===== config.mk =====
export PLATFORM = sky130hd
export DESIGN_NAME = cfd_full_detect
export DESIGN_NICKNAME = d
export VERILOG_FILES = /design/src/rtl/cfd_pkg.sv /design/src/rtl/cfd_rst_sync.sv /design/src/rtl/cfd_occ_map.sv /design/src/rtl/cfd_free_find.sv /design/src/rtl/cfd_chain.sv /design/src/rtl/cfd_full_detect.sv
export SDC_FILE = /design/constraint.sdc
export NUM_CORES = 1
export LEC_CHECK = 0
export ABC_AREA = 0
export ABC_CLOCK_PERIOD_IN_PS = 3700
export CAP_MARGIN = 10
export CORE_ASPECT_RATIO = 1.25
export CORE_MARGIN = 1
export CORE_UTILIZATION = 34
export CTS_BUF_LIST = sky130_fd_sc_hd__clkbuf_4 sky130_fd_sc_hd__clkbuf_8 sky130_fd_sc_hd__clkbuf_16
export DETAILED_ROUTE_END_ITERATION = 8
export HOLD_SLACK_MARGIN = 0.08
export PLACE_DENSITY = 0.57
export SLEW_MARGIN = 10
export SYNTH_ARGS = -nofsm -noshare
export SYNTH_HDL_FRONTEND = slang
export SYNTH_SLANG_ARGS = --single-unit

===== constraint.sdc =====
create_clock -name clk_i -period 3.7 [get_ports clk_i]
set_input_delay 0.555 -clock clk_i [delete_from_list [all_inputs] [get_ports clk_i]]
set_output_delay 0.555 -clock clk_i [all_outputs]
set_load 0.01 [all_outputs]

===== src/rtl/cfd_pkg.sv =====
package cfd_pkg;

  // Kind of write carried by wr_learn_i
  typedef enum logic {
    OP_PIO   = 1'b0,
    OP_LEARN = 1'b1
  } cfd_op_e;

  localparam int unsigned FULL_PAIR_W = 2;

endpackage


===== src/rtl/cfd_rst_sync.sv =====
module cfd_rst_sync (
  input  logic clk_i,
  input  logic rst_ni,
  output logic rst_sync_no
);

  logic [1:0] sync_q;

  always_ff @(posedge clk_i or negedge rst_ni) begin
    if (!rst_ni) sync_q <= 2'b00;
    else         sync_q <= {sync_q[0], 1'b1};
  end

  assign rst_sync_no = sync_q[1];

endmodule


===== src/rtl/cfd_occ_map.sv =====
module cfd_occ_map #(
  parameter int unsigned DEPTH = 64,
  parameter int unsigned IDXW  = $clog2(DEPTH),
  parameter int unsigned CNTW  = $clog2(DEPTH + 1)
) (
  input  logic             clk_i,
  input  logic             rst_ni,
  input  logic             we_i,
  input  logic [IDXW-1:0]  idx_i,
  input  logic             val_i,
  output logic [DEPTH-1:0] occ_o,
  output logic [CNTW-1:0]  cnt_o,
  output logic [CNTW-1:0]  cnt_nxt_o
);

  logic [DEPTH-1:0] occ_q;
  logic [CNTW-1:0]  cnt_q;
  logic [CNTW-1:0]  cnt_d;
  logic             old_val;
  logic             inc;
  logic             dec;

  // Per-entry occupancy flags, one enabled register each
  for (genvar g = 0; g < DEPTH; g++) begin : g_flag
    logic hit;
    logic flag_d;
    assign hit = we_i && (idx_i == IDXW'(g));

    always_comb begin
      flag_d = occ_q[g];
      if (hit) flag_d = val_i;
    end

    always_ff @(posedge clk_i or negedge rst_ni) begin
      if (!rst_ni)  occ_q[g] <= 1'b0;
      else if (hit) occ_q[g] <= flag_d;
    end
  end

  // Count moves only when the stored flag actually flips
  always_comb begin
    old_val = occ_q[idx_i];
    inc     = we_i &&  val_i && !old_val;
    dec     = we_i && !val_i &&  old_val;
    cnt_d   = cnt_q;
    if (inc)      cnt_d = cnt_q + CNTW'(1);
    else if (dec) cnt_d = cnt_q - CNTW'(1);
  end

  always_ff @(posedge clk_i or negedge rst_ni) begin
    if (!rst_ni)   cnt_q <= '0;
    else if (we_i) cnt_q <= cnt_d;
  end

  assign occ_o     = occ_q;
  assign cnt_o     = cnt_q;
  assign cnt_nxt_o = cnt_d;

endmodule


===== src/rtl/cfd_free_find.sv =====
module cfd_free_find #(
  parameter int unsigned DEPTH = 64,
  parameter int unsigned IDXW  = $clog2(DEPTH)
) (
  input  logic [DEPTH-1:0] occ_i,
  output logic [IDXW-1:0]  idx_o,
  output logic             vld_o
);

  // Lowest empty entry wins: scan from the top so lower indices overwrite
  always_comb begin
    idx_o = '0;
    for (int i = DEPTH - 1; i >= 0; i--) begin
      if (!occ_i[i]) idx_o = IDXW'(i);
    end
    vld_o = ~&occ_i;
  end

endmodule


===== src/rtl/cfd_chain.sv =====
module cfd_chain #(
  parameter int unsigned GRP_MAX = 8,
  parameter int unsigned DEV_POS = 0,
  parameter int unsigned UPW     = 2 * (GRP_MAX - 1)
) (
  input  logic [UPW-1:0] up_full_i,
  input  logic           own_full_i,
  output logic           chain_full_o
);

  localparam int unsigned NUP = GRP_MAX - 1;

  logic [NUP-1:0] slot_ok;

  for (genvar j = 0; j < NUP; j++) begin : g_slot
    if (j < DEV_POS) begin : g_used
      // A pair counts as full only with both of its bits high
      assign slot_ok[j] = &up_full_i[2*j +: cfd_pkg::FULL_PAIR_W];
    end else begin : g_absent
      assign slot_ok[j] = 1'b1;
    end
  end

  assign chain_full_o = own_full_i && (&slot_ok);

endmodule


===== src/rtl/cfd_full_detect.sv =====
module cfd_full_detect #(
  parameter int unsigned DEPTH   = 64,
  parameter int unsigned GRP_MAX = 8,
  parameter int unsigned DEV_POS = 0,
  localparam int unsigned IDXW   = $clog2(DEPTH),
  localparam int unsigned UPW    = 2 * (GRP_MAX - 1)
) (
  input  logic            clk_i,
  input  logic            rst_ni,
  input  logic            wr_en_i,
  input  logic            wr_learn_i,
  input  logic [IDXW-1:0] wr_addr_i,
  input  logic            wr_occ_i,
  input  logic [UPW-1:0]  up_full_i,
  output logic [1:0]      own_full_o,
  output logic            chain_full_o,
  output logic [IDXW-1:0] free_idx_o,
  output logic            free_vld_o
);

  import cfd_pkg::*;

  localparam int unsigned CNTW = $clog2(DEPTH + 1);

  logic             rst_n;
  logic [DEPTH-1:0] occ;
  logic [CNTW-1:0]  cnt;
  logic [CNTW-1:0]  cnt_nxt;
  logic [IDXW-1:0]  free_idx;
  logic             free_vld;
  cfd_op_e          op;
  logic             map_we;
  logic [IDXW-1:0]  map_idx;
  logic             map_val;
  logic             full_q;
  logic             full_d;

  cfd_rst_sync u_rst (
    .clk_i       (clk_i),
    .rst_ni      (rst_ni),
    .rst_sync_no (rst_n)
  );

  // Learn targets the lowest empty entry; a learn into a full table is dropped
  always_comb begin
    op      = cfd_op_e'(wr_learn_i);
    map_we  = 1'b0;
    map_idx = wr_addr_i;
    map_val = wr_occ_i;
    if (wr_en_i) begin
      if (op == OP_LEARN) begin
        map_we  = free_vld;
        map_idx = free_idx;
        map_val = 1'b1;
      end else begin
        map_we  = 1'b1;
      end
    end
  end

  cfd_occ_map #(
    .DEPTH (DEPTH),
    .IDXW  (IDXW),
    .CNTW  (CNTW)
  ) u_map (
    .clk_i     (clk_i),
    .rst_ni    (rst_n),
    .we_i      (map_we),
    .idx_i     (map_idx),
    .val_i     (map_val),
    .occ_o     (occ),
    .cnt_o     (cnt),
    .cnt_nxt_o (cnt_nxt)
  );

  cfd_free_find #(
    .DEPTH (DEPTH),
    .IDXW  (IDXW)
  ) u_find (
    .occ_i (occ),
    .idx_o (free_idx),
    .vld_o (free_vld)
  );

  // Full status is re-evaluated on every write cycle, held otherwise
  always_comb begin
    full_d = full_q;
    if (wr_en_i) full_d = (cnt_nxt == CNTW'(DEPTH));
  end

  always_ff @(posedge clk_i or negedge rst_n) begin
    if (!rst_n)       full_q <= 1'b0;
    else if (wr_en_i) full_q <= full_d;
  end

  cfd_chain #(
    .GRP_MAX (GRP_MAX),
    .DEV_POS (DEV_POS),
    .UPW     (UPW)
  ) u_chain (
    .up_full_i    (up_full_i),
    .own_full_i   (full_q),
    .chain_full_o (chain_full_o)
  );

  assign own_full_o = {full_q, full_q};
  assign free_idx_o = free_idx;
  assign free_vld_o = free_vld;

endmodule


Word level (Yosys, flattened, before mapping)
Index checks and enable logic that the tools add are counted.
{"block": "op_classes", "addsub": 2, "n_lt_le_gt_ge": 1, "n_eq_ne": 64, "n_mux": 74, "reduce_logical": 73}
{"cell": "$mux 6", "n": 66}
{"cell": "$eq 6x6->1 const B", "n": 32}
{"cell": "$eq 6x5->1 const B", "n": 16}
{"cell": "$logic_and 1x1->1", "n": 68}
{"cell": "$reduce_and 64->1", "n": 1}
{"cell": "$eq 6x4->1 const B", "n": 8}
{"cell": "$eq 6x3->1 const B", "n": 4}
{"cell": "$mux 7", "n": 2}
{"cell": "$eq 6x2->1 const B", "n": 2}
{"cell": "$add 7x1->7 const B", "n": 1}
{"cell": "$eq 7x7->1 const B", "n": 1}
{"cell": "$lt 6x7->1 const B", "n": 1}
{"cell": "$sub 7x1->7 const B", "n": 1}
{"cell": "$bmux 1 s6", "n": 1}
{"cell": "$eq 6x1->1 const B", "n": 1}
{"cell": "$logic_not 6->1", "n": 1}
{"cell": "$mux 1", "n": 5}
{"cell": "$logic_not 1->1", "n": 3}
{"block": "totals", "register_bits": 74, "output_inout_bits": 10, "word_cells": 281}

Logic depth before layout (Yosys ltp)
{"block": "depth", "depth_word": 72, "ltp_mapped": 18}

By module
A second synthesis with hierarchy kept.
{"block": "unflattened", "hier_cells": 558, "area_unflattened_um2": 4807.1}
{"mod": "cfd_occ_map", "n_inst": 1, "cells_per_inst": 390, "area_per_inst_um2": 3792.4}
{"mod": "cfd_free_find", "n_inst": 1, "cells_per_inst": 147, "area_per_inst_um2": 789.5}
{"mod": "cfd_full_detect", "n_inst": 1, "cells_per_inst": 17, "area_per_inst_um2": 163.9}
{"mod": "cfd_rst_sync", "n_inst": 1, "cells_per_inst": 3, "area_per_inst_um2": 53.8}
{"mod": "cfd_chain", "n_inst": 1, "cells_per_inst": 1, "area_per_inst_um2": 7.5}

Worst setup path after synthesis
No wires, ideal clock.
{"block": "synth_timing", "kind": "flip-flop to flip-flop", "startpoint": "register u_map.occ_q[49] (netlist: u_map.occ_o[49])", "endpoint": "register full_q", "setup_ns": 0.122, "t_arrival_ns": 3.720, "required_time_ns": 3.578, "path_slack_ns": -0.142, "stages_incl_launch_ff": 16, "n_path_buf": 1, "cell_sequence": "dfrtp_1 > nand2_1 > a311oi_1 > o2111ai_1 > a41o_1 > a211o_1 > buf_6 > o21ai_4 > mux2_2 > o2111ai_1 > a221oi_2 > or3_1 > or4_1 > nand3_1 > a2111oi_0 > a32o_1"}
{"block": "synth_between", "elab_chain_cells": 58, "elab_cells_between_ends": 66}
{"element": "from (decl)", "line": "cfd_occ_map.sv:16", "source": "logic [DEPTH-1:0] occ_q;"}
{"element": "from (signal, indexed assignment)", "line": "cfd_occ_map.sv:36", "source": "else if (hit) occ_q[g] <= flag_d;"}
{"element": "$mux 6 (50 in series)", "line": "cfd_free_find.sv:14", "source": "if (!occ_i[i]) idx_o = IDXW'(i);"}
{"element": "$mux 6", "line": "cfd_full_detect.sv:51", "source": "if (op == OP_LEARN) begin"}
{"element": "$mux 6", "line": "cfd_full_detect.sv:50", "source": "if (wr_en_i) begin"}
{"element": "$bmux 1 s6", "line": "cfd_occ_map.sv:42", "source": "old_val = occ_q[idx_i];"}
{"element": "$mux 1 (not written as such)", "line": "cfd_occ_map.sv:42"}
{"element": "$logic_and 1x1->1 / $logic_not 1->1 (equally long branches)", "line": "cfd_occ_map.sv:44, cfd_occ_map.sv:43"}
{"element": "$mux 7 / $logic_and 1x1->1 (equally long branches)", "line": "cfd_occ_map.sv:47, cfd_occ_map.sv:43"}
{"element": "$mux 7 *", "line": "cfd_occ_map.sv:46", "source": "if (inc) cnt_d = cnt_q + CNTW'(1);"}
{"element": "$eq 7x7->1 *", "line": "cfd_full_detect.sv:88", "source": "if (wr_en_i) full_d = (cnt_nxt == CNTW'(DEPTH));"}
{"element": "to (signal assigned)", "line": "cfd_full_detect.sv:93", "source": "else if (wr_en_i) full_q <= full_d;"}
{"element": "to (decl)", "line": "cfd_full_detect.sv:35", "source": "logic full_q;"}
Every way passes the cells marked *; elsewhere a longest branch is shown, timed or not. The select of a mux whose other input is x is not followed.
A chain may end at the register's enable or synchronous reset.

Worst setup path in the final report
{"block": "layout_timing", "startpoint": "register u_map.occ_q[48] (netlist: u_map.occ_o[48])", "endpoint": "register full_q"}
{"block": "layout_between", "elab_chain_cells": 57, "elab_cells_between_ends": 65}
{"element": "$mux 6 (49 in series)", "line": "cfd_free_find.sv:14"}
{"element": "$mux 6", "line": "cfd_full_detect.sv:51"}
{"element": "$mux 6", "line": "cfd_full_detect.sv:50"}
{"element": "$bmux 1 s6", "line": "cfd_occ_map.sv:42"}
{"element": "$mux 1 (not written as such)", "line": "cfd_occ_map.sv:42"}
{"element": "$logic_and 1x1->1 / $logic_not 1->1 (equally long branches)", "line": "cfd_occ_map.sv:44, cfd_occ_map.sv:43"}
{"element": "$mux 7 / $logic_and 1x1->1 (equally long branches)", "line": "cfd_occ_map.sv:47, cfd_occ_map.sv:43"}
{"element": "$mux 7 *", "line": "cfd_occ_map.sv:46"}
{"element": "$eq 7x7->1 *", "line": "cfd_full_detect.sv:88"}
Marked as above.

==> impl_metrics.env <==
export IMPL_synthSimpleGateAreaFrac_pct=23.0
export IMPL_post_place_ws_ns=-0.559
export IMPL_initial_core_util_pct=34.9
export IMPL_cts_buffers=9
export IMPL_period_share_pct=112
export IMPL_whs_ns=0.313
export IMPL_max_freq_mhz=240
export IMPL_min_path_type="reg -> async"
export IMPL_synth_compound_area_share_pct=32.4
export IMPL_synthXorXnorAreaFrac_pct=0
export IMPL_ant_nets=0
export IMPL_die_area_um2=15900
export IMPL_slowest_delay_ns=0.40
export IMPL_cts_sinks=74
export IMPL_syn_avg_cell_area_um2=7.89
export IMPL_synth_top_area_cell="dfrtp_1"
export IMPL_slew_headroom_pct=32.5
export IMPL_wl_mm=21.3
export IMPL_htreeDepth=3
export IMPL_coreArea_um2=15000
export IMPL_cp_slowest_cell="dfrtp_1"
export IMPL_path_max_fanout=10
export IMPL_fin_nets=893
export IMPL_setup_violations_final=7
export IMPL_synth_top_cell_area_share_pct=35.3
export IMPL_std_cell_rows=50
export IMPL_status="complete, but fails checks"
export IMPL_cellPowerDensity_nw_per_um2=560
export IMPL_vdd_ir_drop_worst_v=0.000283
export IMPL_cts_buffer_depth=2
export IMPL_seq_area_um2=1860
export IMPL_end_kind="flop"
export IMPL_finalClockSkew_ns=0.00925
export IMPL_insertion_delay_ns=0.35
export IMPL_syn_instance_count=664
export IMPL_grt_usage_pct=27.6
export IMPL_stdcell_count=1053
export IMPL_crit_path_start_kind="flop"
export IMPL_min_period_ns=4.16
export IMPL_grt_max_degree=42
export IMPL_synth_seq_cells=74
export IMPL_antenna_found_initial=0
export IMPL_grt_ovfl_total=0
export IMPL_worstPathArrival_ns=4.45
export IMPL_cap_violations=0
export IMPL_synth_top_family_by_area="compound AO/OA/AOI/OAI gates"
export IMPL_synthMuxAreaShare_pct=3.39
export IMPL_gp_congestion=0.973
export IMPL_violations="setup timing"
export IMPL_dpl_cell_count=1014
export IMPL_placed_cell_area_um2=6970
export IMPL_netlist_area_um2=5240
export IMPL_timing_final_ws_setup_ns=-0.462
export IMPL_grt_pass1_wl_mm=33.2
export IMPL_synth_nets=691
export IMPL_slew_violations=0
export IMPL_drcViolationCount=0
export IMPL_areaGrowthSynthToFinish_pct=48.2
export IMPL_synth_adder_area_share_pct=0.477
export IMPL_critical_path_cell_chain="nand2_2 > a311oi_2 > o2111ai_1 > a41o_1 > a211o_4 > inv_2 > a21oi_2 > buf_6 > buf_8 > o211ai_1 > o2111ai_4 > a221oi_4 > buf_4 > o31a_1 > a31oi_1 > a221o_1 > nor4b_4 > a32o_1"
export IMPL_ctsHoldBuffers=0
export IMPL_io_pins=35
export IMPL_drtIter0Drc=586
export IMPL_wl_per_cell_um=20.3
export IMPL_yosys_warnings=0
export IMPL_synth_area_leaders="dfrtp_1, a21oi_1, nor2_1"
export IMPL_clk_pin_slew_worst_paths_ns=0.06
export IMPL_dieWidth_um=113
export IMPL_fin_util_pct=51.7
export IMPL_multi_input_area_um2=3380
export IMPL_cts_tree="done"
export IMPL_fill_cells=1435
export IMPL_diodes=0
export IMPL_critPathKind="reg -> reg"
export IMPL_io_buffers=20
export IMPL_hpwl_mm=15.8
export IMPL_synth_edf_count=0
export IMPL_drive_gt1_share_pct=32.1
export IMPL_synth_yosys_seq_area_share_pct=35.3
export IMPL_synth_top_flop_cell="dfrtp_1"
export IMPL_cts_root_buf="clkbuf_16"
export IMPL_synth_cell_types=66
export IMPL_vias=6234
export IMPL_rsz0062_at_grt="yes"
export IMPL_required_ns=3.98
export IMPL_viasPerCell=5.92
export IMPL_worst_pin_slew_ns=1.01
export IMPL_synthArstFlopShare_pct=100
export IMPL_dr_pass1_iters=6
export IMPL_die_y_um=141
export IMPL_grt_pass1_vias=6153
export IMPL_p_leak_nw=3.39
export IMPL_hold_viol_final=0
export IMPL_post_route_cell_area_um2=7770
## worst max-delay path, delay by kind of cell, from the launching register on
kind	cells	cell delay, ns
and+or+nand+nor	2	0.41
buffers and inverters	4	0.52
AOI/OAI and AO/OA	12	2.76
DFF	1	0.40
## layer usage
metal / vias to the layer above / share of wire [%] / GRT usage (%)
met5: - / 0 / 0
met4: 0 / 6.3 / 16.9
met3: 87 / 6.1 / 4.08
met2: 295 / 49 / 47.8
met1: 2945 / 38 / 31.9
li1: 2907 / - / -
## cells in the mapped netlist (all sizes together) (3+ instances only)
master / number
a211oi: 20
a311oi: 5
o211a: 9
buf: 13
nor2: 102
nor3b: 4
a21oi: 82
nand4: 23
and4: 4
nand2: 63
and2: 3
o31a: 4
a31oi: 42
a2111o: 3
nand2b: 8
or3: 3
mux2i: 11
mux2: 6
or4: 4
o221ai: 3
o2111ai: 3
nand4b: 4
o211ai: 24
o31ai: 4
o21ai: 16
a211o: 6
inv: 29
nand3: 11
clkbuf: 23
o22ai: 3
and3: 7
dfrtp: 74
nor3: 13
a21o: 7
a21boi: 5
## final timing paths
check	endpoint	from	slack [ns]	depth (start not counted)
max	full_q	u_map.occ_o[48]	-0.46	18
min	u_map.occ_o[28]	u_rst.sync_q[1]	0.31	0
max reg2reg	full_q	u_map.occ_o[48]	-0.46	18
min reg2reg	u_map.occ_o[28]	u_rst.sync_q[1]	0.31	0
max in group asynchronous	u_map.occ_o[61]	u_rst.sync_q[1]	2.35	1
min in group clk_i	u_rst.sync_q[1]	u_rst.sync_q[0]	0.35	0
## state kept, by name, summed over array words and instances (netlist names)
| register | count |
|---|---|
| full_q | 1 |
| u_map.cnt_o | 7 |
| u_map.occ_o | 64 |
| u_rst.sync_q | 2 |
## kinds of logic (layout without fill, tap and decap cells)
| logic type | count (synthesis) | after routing |
|---|---|---|
| AND/OR/NAND/NOR | 257 | 257 |
| AO/OA/AOI/OAI | 248 | 248 |
| adder cells (fa/ha/maj) | 2 | 2 |
| buffers and inverters | 65 | 272 |
| flip-flops | 74 | 74 |
| multiplexers | 17 | 17 |
| other | 1 | 1 |
## cells in the final DEF (no fill, tap or decap), drive strengths merged, types with 8 or more instances in the layout
master	Yosys	layout
buf	13	206
nor2	102	102
a21oi	82	82
dfrtp	74	74
nand2	63	63
a31oi	42	42
inv	29	28
o211ai	24	24
nand4	23	23
clkdlybuf4s50	0	20
a211oi	20	20
o21ai	16	16
nor3	13	13
clkbuf	23	12
mux2i	11	11
nand3	11	11
o211a	9	9
nand2b	8	8
## per-stage QoR
stage	setup TNS [ns]	total power, W
2_1_floorplan	0	0.00214
3_3_place_gp	-1.24	0.00304
3_5_place_dp	-1.44	0.00308
4_1_cts	-0.363	0.00425
5_1_grt	-2.38	0.00458
6_report	-1.31	0.00435
## where the power goes
group          total [W]  internal, W  switching [W]
sequential       0.00129      0.00104       0.000255
clock           0.000923     0.000556       0.000367
combinational    0.00213      0.00109        0.00105
## repair_timing
action	CTS	global route
resized for setup	47	14
pin swaps	23	19
setup buffers	17	5
cloned	1	0
setup endpoints to repair	8	8
## final cells by class
| cell class | count | area share, % |
|---|---|---|
| multi-input cells | 525 | 43.5 |
| repair buffers | 227 | 24.3 |
| flip-flops and latches | 74 | 23.9 |
| clock buffers | 12 | 3.27 |
| well taps | 182 | 2.93 |
| inverters | 29 | 1.45 |
| clock inverters | 4 | 0.660 |
Note: power is estimated with default switching activity, not from simulation.
